File: config.mk
export PLATFORM = sky130hd
export DESIGN_NAME = clksel_top
export DESIGN_NICKNAME = d
export VERILOG_FILES = /design/src/rtl/clksel_pkg.sv /design/src/rtl/clksel_rst_sync.sv /design/src/rtl/clksel_regs.sv /design/src/rtl/clksel_chan.sv /design/src/rtl/clksel_top.sv
export SDC_FILE = /design/constraint.sdc
export NUM_CORES = 1
export LEC_CHECK = 0
export BUFFER_PORTS_ARGS = -buffer_cell sky130_fd_sc_hd__buf_2
export CORE_MARGIN = 2
export CORE_UTILIZATION = 45
export CTS_BUF_LIST = sky130_fd_sc_hd__clkbuf_16
export CTS_CLUSTER_SIZE = 12
export DETAILED_ROUTE_END_ITERATION = 10
export PLACE_DENSITY = 0.67
export SYNTH_ARGS = -nofsm -noshare
export SYNTH_HDL_FRONTEND = slang
export SYNTH_SLANG_ARGS = --single-unit
File: constraint.sdc
create_clock -name clk -period 3.5 [get_ports clk]
set_clock_uncertainty 0.05 [all_clocks]
set_input_delay 0.35 -clock clk [delete_from_list [all_inputs] [get_ports clk]]
set_output_delay 0.35 -clock clk [all_outputs]
set_load 0.01 [all_outputs]
File: src/rtl/clksel_pkg.sv
package clksel_pkg;
  localparam int NUM_SRC        = 3;
  localparam int SEL_W          = 2;
  localparam int DIV_W          = 5;
  localparam int REG_W          = 32;
  localparam int ADDR_SEL_LO    = 'h000;
  localparam int ADDR_SEL_HI    = 'h004;
  localparam int ADDR_FB_BASE   = 'h010;
  localparam int DIV_PAGE_SHIFT = 8;

  typedef logic [SEL_W-1:0] sel_t;
  typedef logic [DIV_W-1:0] div_t;

  localparam sel_t SEL_OFF = 2'd3;
endpackage

File: src/rtl/clksel_rst_sync.sv
module clksel_rst_sync #(
  parameter int STAGES = 2
) (
  input  logic clk,
  input  logic arst_n,
  output logic rst_n_o
);
  logic [STAGES-1:0] sync_q;

  always_ff @(posedge clk or negedge arst_n) begin
    if (!arst_n) sync_q <= '0;
    else         sync_q <= {sync_q[STAGES-2:0], 1'b1};
  end

  assign rst_n_o = sync_q[STAGES-1];
endmodule

File: src/rtl/clksel_regs.sv
module clksel_regs
  import clksel_pkg::*;
#(
  parameter int NUM_OUT = 4,
  parameter int SEL_LSB = 28,
  parameter int FB_LSB  = 4,
  parameter int ADDR_W  = 12
) (
  input  logic                                      clk,
  input  logic                                      rst_n,
  input  logic                                      we_i,
  input  logic [ADDR_W-1:0]                         addr_i,
  input  logic [REG_W-1:0]                          wdata_i,
  output logic [REG_W-1:0]                          rdata_o,
  output logic [NUM_OUT-1:0][SEL_W-1:0]             sel_o,
  output logic [NUM_OUT-1:0][NUM_SRC-1:0][DIV_W-1:0] div_o,
  input  logic [NUM_OUT-1:0][NUM_SRC-1:0]           run_i
);
  localparam int PAGE_W = ADDR_W - DIV_PAGE_SHIFT;
  localparam int SLOT_W = DIV_PAGE_SHIFT - 2;

  logic [NUM_OUT-1:0][SEL_W-1:0]              sel_q, sel_d;
  logic [NUM_OUT-1:0][NUM_SRC-1:0][DIV_W-1:0] div_q, div_d;
  logic                                       hit_lo, hit_hi;
  logic [NUM_SRC-1:0]                         hit_fb, hit_div;
  logic [PAGE_W-1:0]                          page;
  logic [SLOT_W-1:0]                          slot;
  logic [2*REG_W-1:0]                         sel_flat;
  logic [NUM_SRC-1:0][REG_W-1:0]              fb_word;

  assign page   = addr_i[ADDR_W-1:DIV_PAGE_SHIFT];
  assign slot   = addr_i[DIV_PAGE_SHIFT-1:2];
  assign hit_lo = (addr_i == ADDR_W'(ADDR_SEL_LO));
  assign hit_hi = (addr_i == ADDR_W'(ADDR_SEL_HI));

  always_comb begin
    for (int k = 0; k < NUM_SRC; k++) begin
      hit_fb[k]  = (addr_i == ADDR_W'(ADDR_FB_BASE + 4*k));
      hit_div[k] = (page == PAGE_W'(k+1)) && (addr_i[1:0] == 2'b00);
    end
  end

  // next-state for the select fields and divider words
  always_comb begin
    sel_d = sel_q;
    div_d = div_q;
    for (int o = 0; o < NUM_OUT; o++) begin
      if (hit_lo && (SEL_LSB + 2*o) < REG_W)
        sel_d[o] = sel_t'(wdata_i >> ((SEL_LSB + 2*o) % REG_W));
      if (hit_hi && (SEL_LSB + 2*o) >= REG_W)
        sel_d[o] = sel_t'(wdata_i >> ((SEL_LSB + 2*o) % REG_W));
      for (int k = 0; k < NUM_SRC; k++)
        if (hit_div[k] && slot == SLOT_W'(o))
          div_d[o][k] = wdata_i[DIV_W-1:0];
    end
  end

  always_ff @(posedge clk or negedge rst_n) begin
    if (!rst_n) begin
      sel_q <= {NUM_OUT{SEL_OFF}};
      div_q <= '0;
    end else if (we_i) begin
      sel_q <= sel_d;
      div_q <= div_d;
    end
  end

  // read path
  always_comb begin
    sel_flat = '0;
    fb_word  = '0;
    for (int o = 0; o < NUM_OUT; o++) begin
      sel_flat[SEL_LSB + 2*o +: SEL_W] = sel_q[o];
      for (int k = 0; k < NUM_SRC; k++)
        fb_word[k][FB_LSB + o] = run_i[o][k];
    end
  end

  always_comb begin
    rdata_o = '0;
    if (hit_lo) rdata_o = sel_flat[REG_W-1:0];
    if (hit_hi) rdata_o = sel_flat[2*REG_W-1:REG_W];
    for (int k = 0; k < NUM_SRC; k++) begin
      if (hit_fb[k]) rdata_o = fb_word[k];
      for (int o = 0; o < NUM_OUT; o++)
        if (hit_div[k] && slot == SLOT_W'(o))
          rdata_o = REG_W'(div_q[o][k]);
    end
  end

  assign sel_o = sel_q;
  assign div_o = div_q;
endmodule

File: src/rtl/clksel_chan.sv
module clksel_chan
  import clksel_pkg::*;
(
  input  logic                          clk,
  input  logic                          rst_n,
  input  logic [SEL_W-1:0]              sel_i,
  input  logic [NUM_SRC-1:0][DIV_W-1:0] div_i,
  input  logic [NUM_SRC-1:0]            src_i,
  output logic                          pulse_o,
  output logic [NUM_SRC-1:0]            run_o
);
  sel_t sel_seen_q, sel_seen_d;
  div_t cnt_q, cnt_d, act_q, act_d, div_sel;
  logic run_q, run_d, pulse_q, pulse_d, src_hit;

  always_comb begin
    div_sel = '0;
    src_hit = 1'b0;
    for (int k = 0; k < NUM_SRC; k++)
      if (sel_i == sel_t'(k)) begin
        div_sel = div_i[k];
        src_hit = src_i[k];
      end
  end

  always_comb begin
    sel_seen_d = sel_i;
    cnt_d      = cnt_q;
    act_d      = act_q;
    run_d      = run_q;
    pulse_d    = 1'b0;
    if (sel_i != sel_seen_q) begin
      cnt_d = '0;
      act_d = div_sel;
      run_d = 1'b0;
    end else if (src_hit) begin
      if (cnt_q == act_q) begin
        cnt_d   = '0;
        act_d   = div_sel;
        pulse_d = 1'b1;
        run_d   = 1'b1;
      end else begin
        cnt_d = cnt_q + 1'b1;
      end
    end
  end

  always_ff @(posedge clk or negedge rst_n) begin
    if (!rst_n) begin
      sel_seen_q <= SEL_OFF;
      cnt_q      <= '0;
      act_q      <= '0;
      run_q      <= 1'b0;
      pulse_q    <= 1'b0;
    end else begin
      sel_seen_q <= sel_seen_d;
      cnt_q      <= cnt_d;
      act_q      <= act_d;
      run_q      <= run_d;
      pulse_q    <= pulse_d;
    end
  end

  always_comb
    for (int k = 0; k < NUM_SRC; k++)
      run_o[k] = run_q && (sel_seen_q == sel_t'(k));

  assign pulse_o = pulse_q;

  // a pulse is always preceded by a tick of the selected source
  a_r4_pulse_needs_tick: assert property (@(posedge clk) disable iff (!rst_n)
    pulse_q |-> $past(src_hit));

  // parked channel stays silent and not running
  a_r5_off_silent: assert property (@(posedge clk) disable iff (!rst_n)
    (sel_seen_q == SEL_OFF) |-> (!run_q && !pulse_q));

  // a select change restarts the channel in the next cycle
  a_r7_switch_restarts: assert property (@(posedge clk) disable iff (!rst_n)
    (sel_i != sel_seen_q) |=> (!run_q && !pulse_q && cnt_q == '0));

  // running only rises together with a completed period
  a_r7_run_rises_with_pulse: assert property (@(posedge clk) disable iff (!rst_n)
    $rose(run_q) |-> pulse_q);

  // the count never passes the latched period length
  a_r8_count_bounded: assert property (@(posedge clk) disable iff (!rst_n)
    cnt_q <= act_q);
endmodule

File: src/rtl/clksel_top.sv
module clksel_top
  import clksel_pkg::*;
#(
  parameter int NUM_OUT = 4,
  parameter int SEL_LSB = 28,
  parameter int FB_LSB  = 4,
  parameter int ADDR_W  = 12
) (
  input  logic               clk,
  input  logic               arst_n,
  input  logic [2:0]         src_tick_i,
  input  logic               reg_we_i,
  input  logic [ADDR_W-1:0]  reg_addr_i,
  input  logic [31:0]        reg_wdata_i,
  output logic [31:0]        reg_rdata_o,
  output logic [NUM_OUT-1:0] clk_pulse_o
);
  logic                                       rst_n;
  logic [NUM_OUT-1:0][SEL_W-1:0]              sel;
  logic [NUM_OUT-1:0][NUM_SRC-1:0][DIV_W-1:0] div;
  logic [NUM_OUT-1:0][NUM_SRC-1:0]            run;

  clksel_rst_sync #(.STAGES(2)) rst_sync_i (
    .clk     (clk),
    .arst_n  (arst_n),
    .rst_n_o (rst_n)
  );

  clksel_regs #(
    .NUM_OUT (NUM_OUT),
    .SEL_LSB (SEL_LSB),
    .FB_LSB  (FB_LSB),
    .ADDR_W  (ADDR_W)
  ) regs_i (
    .clk     (clk),
    .rst_n   (rst_n),
    .we_i    (reg_we_i),
    .addr_i  (reg_addr_i),
    .wdata_i (reg_wdata_i),
    .rdata_o (reg_rdata_o),
    .sel_o   (sel),
    .div_o   (div),
    .run_i   (run)
  );

  for (genvar o = 0; o < NUM_OUT; o++) begin : g_chan
    clksel_chan chan_i (
      .clk     (clk),
      .rst_n   (rst_n),
      .sel_i   (sel[o]),
      .div_i   (div[o]),
      .src_i   (src_tick_i),
      .pulse_o (clk_pulse_o[o]),
      .run_o   (run[o])
    );
  end
endmodule

== Word level (Yosys, flattened, before mapping) ==
Cells that the tools add are included.

* Register bits after elaboration: 126
* Bits in latches: 0
* RAM bits: 0
* ROM bits: 0
* Input port bits: 50
* Memories kept: 0

* $add $sub $neg: 4
* $mul: 0
* Div/mod/pow operators: 0
* $lt $le $gt $ge: 0
* Eq/ne operators: 34
* Shift-type cells: 0
* Muxes and demuxes: 89
* Bitwise logic cells: 0
* Reduce and logical (&&, ||, !) cells: 64

{| class="wikitable"
|+ Operators by type and width
! kind !! number
|-
| two-way mux 32 bit || 17
|-
| two-way mux 5 bit || 36
|-
| == test 12 x 5 -> 1 bit (second input constant) || 3
|-
| two-way mux 1 bit || 36
|-
| AND reduction 2 bit || 18
|-
| logical AND 1 bit || 27
|-
| adder 5 x 1 -> 5 bit (second input constant) || 4
|-
| == test 5 bit || 4
|-
| logical NOT 2 bit || 9
|-
| == test 2 x 1 -> 1 bit (second input constant) || 8
|-
| == test 2 bit (second input constant) || 8
|-
| nonzero test 2 bit || 8
|-
| == test 12 x 3 -> 1 bit (second input constant) || 1
|-
| == test 6 x 2 -> 1 bit (second input constant) || 2
|-
| logical NOT 12 bit || 1
|-
| == test 4 x 2 -> 1 bit (second input constant) || 2
|-
| inequality test 2 bit || 4
|-
| == test 6 x 1 -> 1 bit (second input constant) || 1
|-
| logical NOT 6 bit || 1
|-
| == test 4 x 1 -> 1 bit (second input constant) || 1
|}

== Logic depth before layout (Yosys ltp) ==
* Depth after elaboration: 18
* Gate-level depth with buffers: 8
* Depth with buffers taken out: 6

== Hierarchy ==
From an unflattened synthesis, not the netlist that was laid out.

* Cells, all modules: 710
* Area total of the unflattened synthesis: 7667.4 um^2

{| class="wikitable"
|+ Modules (own cells, without submodules)
! module !! instances !! cells each !! area each (um^2) !! seq. area each (um^2)
|-
| clksel_regs || 1 || 367 || 4000.1 || 1711.6
|-
| clksel_chan || 4 || 85 || 903.4 || 352.8
|-
| clksel_rst_sync || 1 || 3 || 53.8 || 50.0
|}

== Least setup slack after synthesis ==
No wires, ideal clock.

* Kind: input to output
* Start point: input port reg_addr_i[5]
* End point: output port reg_rdata_o[4]
* Arrival: 1.888 ns
* Data required time: 3.100 ns
* Path slack: 1.212 ns
* Cell stages on the path: 6
* Path buffers: 1
* Path through: or4_1 buf_2 or3_1 a22oi_1 o21ai_0 a31oi_1

* Word-level cells in the longest chain between the ends: 17
* Elaborated cells between the ends (all ways): 36
* Classes of those cells: eq/ne: 7; mux: 16; reduce/logical: 13

{| class="wikitable"
|+ RTL lines
! item !! RTL line !! RTL
|-
| start, declared || clksel_top.sv:13 || <nowiki>input logic [ADDR_W-1:0] reg_addr_i,</nowiki>
|-
| == test 12 x 3 -> 1 bit || clksel_regs.sv:34 || <nowiki>assign hit_hi = (addr_i == ADDR_W'(ADDR_SEL_HI));</nowiki>
|-
| two-way mux 32 bit || clksel_regs.sv:82 || <nowiki>if (hit_hi) rdata_o = sel_flat[2*REG_W-1:REG_W];</nowiki>
|-
| two-way mux 32 bit || clksel_regs.sv:84 || <nowiki>if (hit_fb[k]) rdata_o = fb_word[k];</nowiki>
|-
| two-way mux 32 bit (4 in a row) || clksel_regs.sv:86 || <nowiki>if (hit_div[k] && slot == SLOT_W'(o))</nowiki>
|-
| two-way mux 32 bit || clksel_regs.sv:84 ||
|-
| two-way mux 32 bit (4 in a row) || clksel_regs.sv:86 ||
|-
| two-way mux 32 bit || clksel_regs.sv:84 ||
|-
| two-way mux 32 bit (3 in a row) || clksel_regs.sv:86 ||
|-
| two-way mux 32 bit (*) || clksel_regs.sv:86 ||
|-
| end, declared || clksel_top.sv:15 || <nowiki>output logic [31:0] reg_rdata_o,</nowiki>
|}

Mark *: on every way between the ends. The rest lies on a longest branch, timed or not.

== Final worst setup path ==
* Start point: register regs_i.sel_q (netlist bit regs_i.sel_o[7])
* End point: output port reg_rdata_o[3]

* Word-level cells in the longest chain between the ends: 16

{| class="wikitable"
|+ RTL lines
! item !! RTL line !! RTL
|-
| start, declared || clksel_regs.sv:22 || <nowiki>logic [NUM_OUT-1:0][SEL_W-1:0] sel_q, sel_d;</nowiki>
|-
| start signal, assigned || clksel_regs.sv:60 || <nowiki>sel_q <= {NUM_OUT{SEL_OFF}};</nowiki>
|-
| start signal, assigned || clksel_regs.sv:63 || <nowiki>sel_q <= sel_d;</nowiki>
|-
| two-way mux 32 bit || clksel_regs.sv:82 ||
|-
| two-way mux 32 bit || clksel_regs.sv:84 ||
|-
| two-way mux 32 bit (4 in a row) || clksel_regs.sv:86 ||
|-
| two-way mux 32 bit || clksel_regs.sv:84 ||
|-
| two-way mux 32 bit (4 in a row) || clksel_regs.sv:86 ||
|-
| two-way mux 32 bit || clksel_regs.sv:84 ||
|-
| two-way mux 32 bit (4 in a row) || clksel_regs.sv:86 ||
|}

No other way between the ends.

==> out/metrics.yaml <==
sta:
  maxSlewViolCount: 0
  finalHoldViolCount: 0
  worstMarginPinSlew_ns: 0.740
  period_needed_ns: 2.90
  setup_viol: 0
  tns_ns: 0
  slew_headroom: 0.507
  period_share: 0.828
  worst_slack_ns: 0.600
  rsz0062_at_grt: "false"
  fmax_mhz: 345
place:
  place.gp.congestion: 0.971
  pre_cts_slack_ns: 0.665
  dp_hpwl_um: 13900
  io_buffers: 42
cells_and_area:
  utilization: 0.524
  regArea_mm2: 0.00318
  drive_above_1_share: 0.265
  insertedDiodeCount: 0
  area_growth_pct: 14.2
  fillers: 1403
  multi_input_area_mm2: 0.00354
  nets: 778
critical_path:
  arrival_ns: 2.50
  crit_chain: "o211ai_1 -> or4b_1 -> o2111ai_1 -> a31oi_1 -> o22ai_1 -> buf_2"
  cpPeakStageDelay_ns: 0.73
  reg2reg_depth: 5
  slowest_stage: "dfstp_2"
  end_kind: "output pin"
  startpoint_type: "flop"
  crit_path_max_fanout: 11
  required_ns: 3.10
  path_class: "flop to output pin"
grt:
  grt.busiest_layer: "met2"
  globalRouteMet3Util: 0.0582
  grt_pass1_wl_um: 30500
  gr-total-overflow: 0
  antenna_found_initial: 0
  grt_max_degree: 71
  grt_use_met2: 0.393
  use_met1: 0.320
  grt_pass1_vias: 5494
  track_usage: 0.247
clock_network:
  h-tree-depth: 4
  cts_buffer_depth: 2
  cts_setup_buffers: 0
  hold_buffers: 1
  clk_pin_slew_ns: 0.05
  cts_resized: 0
  cts_buffers: 17
  cts_tree: "built"
  worstSkewPairLatency_ns: 0.42
  clock-sinks: 126
  cts_root_buffer: "clkbuf_16"
floorplanning:
  die_y_um: 129
  row_count: 45
  ios: 86
  start_util: 0.459
  fp.coreArea_mm2: 0.0152
  die-area_mm2: 0.0165
  dieWidth_um: 129
yosys:
  netlist_area_mm2: 0.00698
  synth_flop_cell: "dfrtp_1"
  yosys_warnings: 0
  synthDistinctLibCells: 53
  synth-async-reset-ratio: 1.00
  synth.yosys.seq_area_share: 0.454
  ys_ff_latch: 126
  syn_inst: 683
  syn_avg_cell_area_um2: 10.2
  synth_edf_count: 0
drt:
  dr.pass1.iters: 5
  drtIter0Drc: 417
  via_per_inst: 5.76
  wl_um: 19200
  wl_per_cell_um: 20.7
  antenna_left: 0
  drc: 0
  vias: 5325
status:
  status: "finished, final reports clean"
pwr:
  irDropWorstVdd_mv: 0.336
  cellLeakagePower_nw: 3.60
  cellPowerDensity_mw_per_mm2: 535
run:
  max_cap_viol_count: 0
worst_hold_path:
  min_path_cells: 2
  hp-class: "input port to flop"
-- layout by cell type (no fill, tap or decap), types with 17 or more instances in the layout --
| cell type | instances |
|---|---|
| dfrtp_1 | 109 |
| mux2_2 | 83 |
| nor2_1 | 63 |
| nand2_1 | 59 |
| buf_2 | 42 |
| o21ai_0 | 34 |
| mux2i_1 | 30 |
| xor2_1 | 23 |
| xnor2_1 | 23 |
| a21oi_1 | 22 |
| nand3_1 | 21 |
| conb_1 | 21 |
| clkbuf_16 | 17 |
-- layout make-up --
cell class | instances | share of cell area
repair buffers | 55 | 0.0405
inverters | 13 | 0.00612
multi-input cells | 511 | 0.444
clock buffers | 17 | 0.0534
clock inverters | 15 | 0.0282
flip-flops and latches | 126 | 0.398
well taps | 188 | 0.0295
-- final timing paths --
check                                               start                               endpoint  slack [ns]
min reg2reg                rst_sync_i.sync_q[0]$_DFF_PN0_         rst_sync_i.sync_q[1]$_DFF_PN0_        0.30
max                           regs_i.sel_o[7]$_DFFE_PN1P_                         reg_rdata_o[3]        0.60
max in group asynchronous  rst_sync_i.sync_q[1]$_DFF_PN0_            regs_i.sel_o[7]$_DFFE_PN1P_        2.21
max reg2reg                   regs_i.sel_o[4]$_DFFE_PN1P_  g_chan[2].chan_i.act_q[3]$_DFFE_PN0P_        1.05
min                                       reg_wdata_i[28]            regs_i.sel_o[0]$_DFFE_PN1P_        0.11
min in group asynchronous                          arst_n         rst_sync_i.sync_q[1]$_DFF_PN0_        0.19
-- critical path: cells and delay by family (launching register included) --
| kind | cells | cell delay [ns] |
|---|---|---|
| and+or+nand+nor | 1 | 0.52 |
| DFF | 1 | 0.73 |
| buffers and inverters | 1 | 0.17 |
| AOI/OAI and AO/OA | 4 | 0.65 |
-- power by group --
part	switching, mW	internal (mW)
logic	0.341	0.260
clock network	0.638	1.32
registers	0.135	1.58
-- cell usage after synthesis (all sizes together), types with 3 or more instances --
library cell,n,area share
dfrtp,110,0.39
mux2,83,0.13
nor2,69,0.039
nand2,60,0.033
buf,40,0.037
o21ai,34,0.024
mux2i,30,0.043
xnor2,23,0.029
xor2,23,0.029
a21oi,22,0.016
nand3,21,0.015
dfstp,16,0.060
nor3,16,0.011
inv,13,0.0070
o22ai,13,0.012
clkbuf,12,0.0064
nand4,10,0.0090
nor2b,9,0.0081
o2bb2ai,9,0.011
and2,8,0.0072
a31oi,5,0.0045
o22a,5,0.0063
ha,4,0.0072
nand2b,4,0.0036
nor4,4,0.0057
o21a,4,0.0043
nand4b,3,0.0038
o2111ai,3,0.0038
o211ai,3,0.0032
-- per-stage QoR --
step | total power [mW] | hold slack, ns | instance area, µm² | cells
final | 4.27 | 0.112 | 7970 | 925
after detailed placement | 2.33 | 0.0869 | 7310 | 892
after global placement | 2.30 | 0.0848 | 7310 | 892
after CTS | 4.31 | 0.0937 | 7970 | 925
after global routing | 4.46 | 0.102 | 7970 | 925
after floorplan | 2.18 | 0.00441 | 7060 | 702
-- logic make-up (layout without fill, tap and decap cells) --
kind of cell,Yosys count,in the layout,share of synthesized area
xor gates and xnor gates,46,46,0.0577
muxes,114,114,0.180
buffers and inverters,65,100,0.0502
AOI/OAI and AO/OA,106,106,0.0946
other,2,21,0.00108
DFF,126,126,0.454
adders and majority gates,4,4,0.00717
and+or+nand+nor,220,220,0.155
-- metal layers --
layer	routed length (µm)	up-vias
li1	-	2467
met1	8490	2665
met2	9140	157
met3	934	36
met4	599	0
met5	0	-
-- sequential cells by signal (all words and copies together) (netlist names) --
signal                    flops
g_chan.chan_i.act_q          20
rst_sync_i.sync_q             2
g_chan.chan_i.pulse_o         4
g_chan.chan_i.cnt_q          20
g_chan.chan_i.run_q           4
regs_i.div_o                 60
g_chan.chan_i.sel_seen_q      8
regs_i.sel_o                  8
Power figures use the tool's default switching activity.
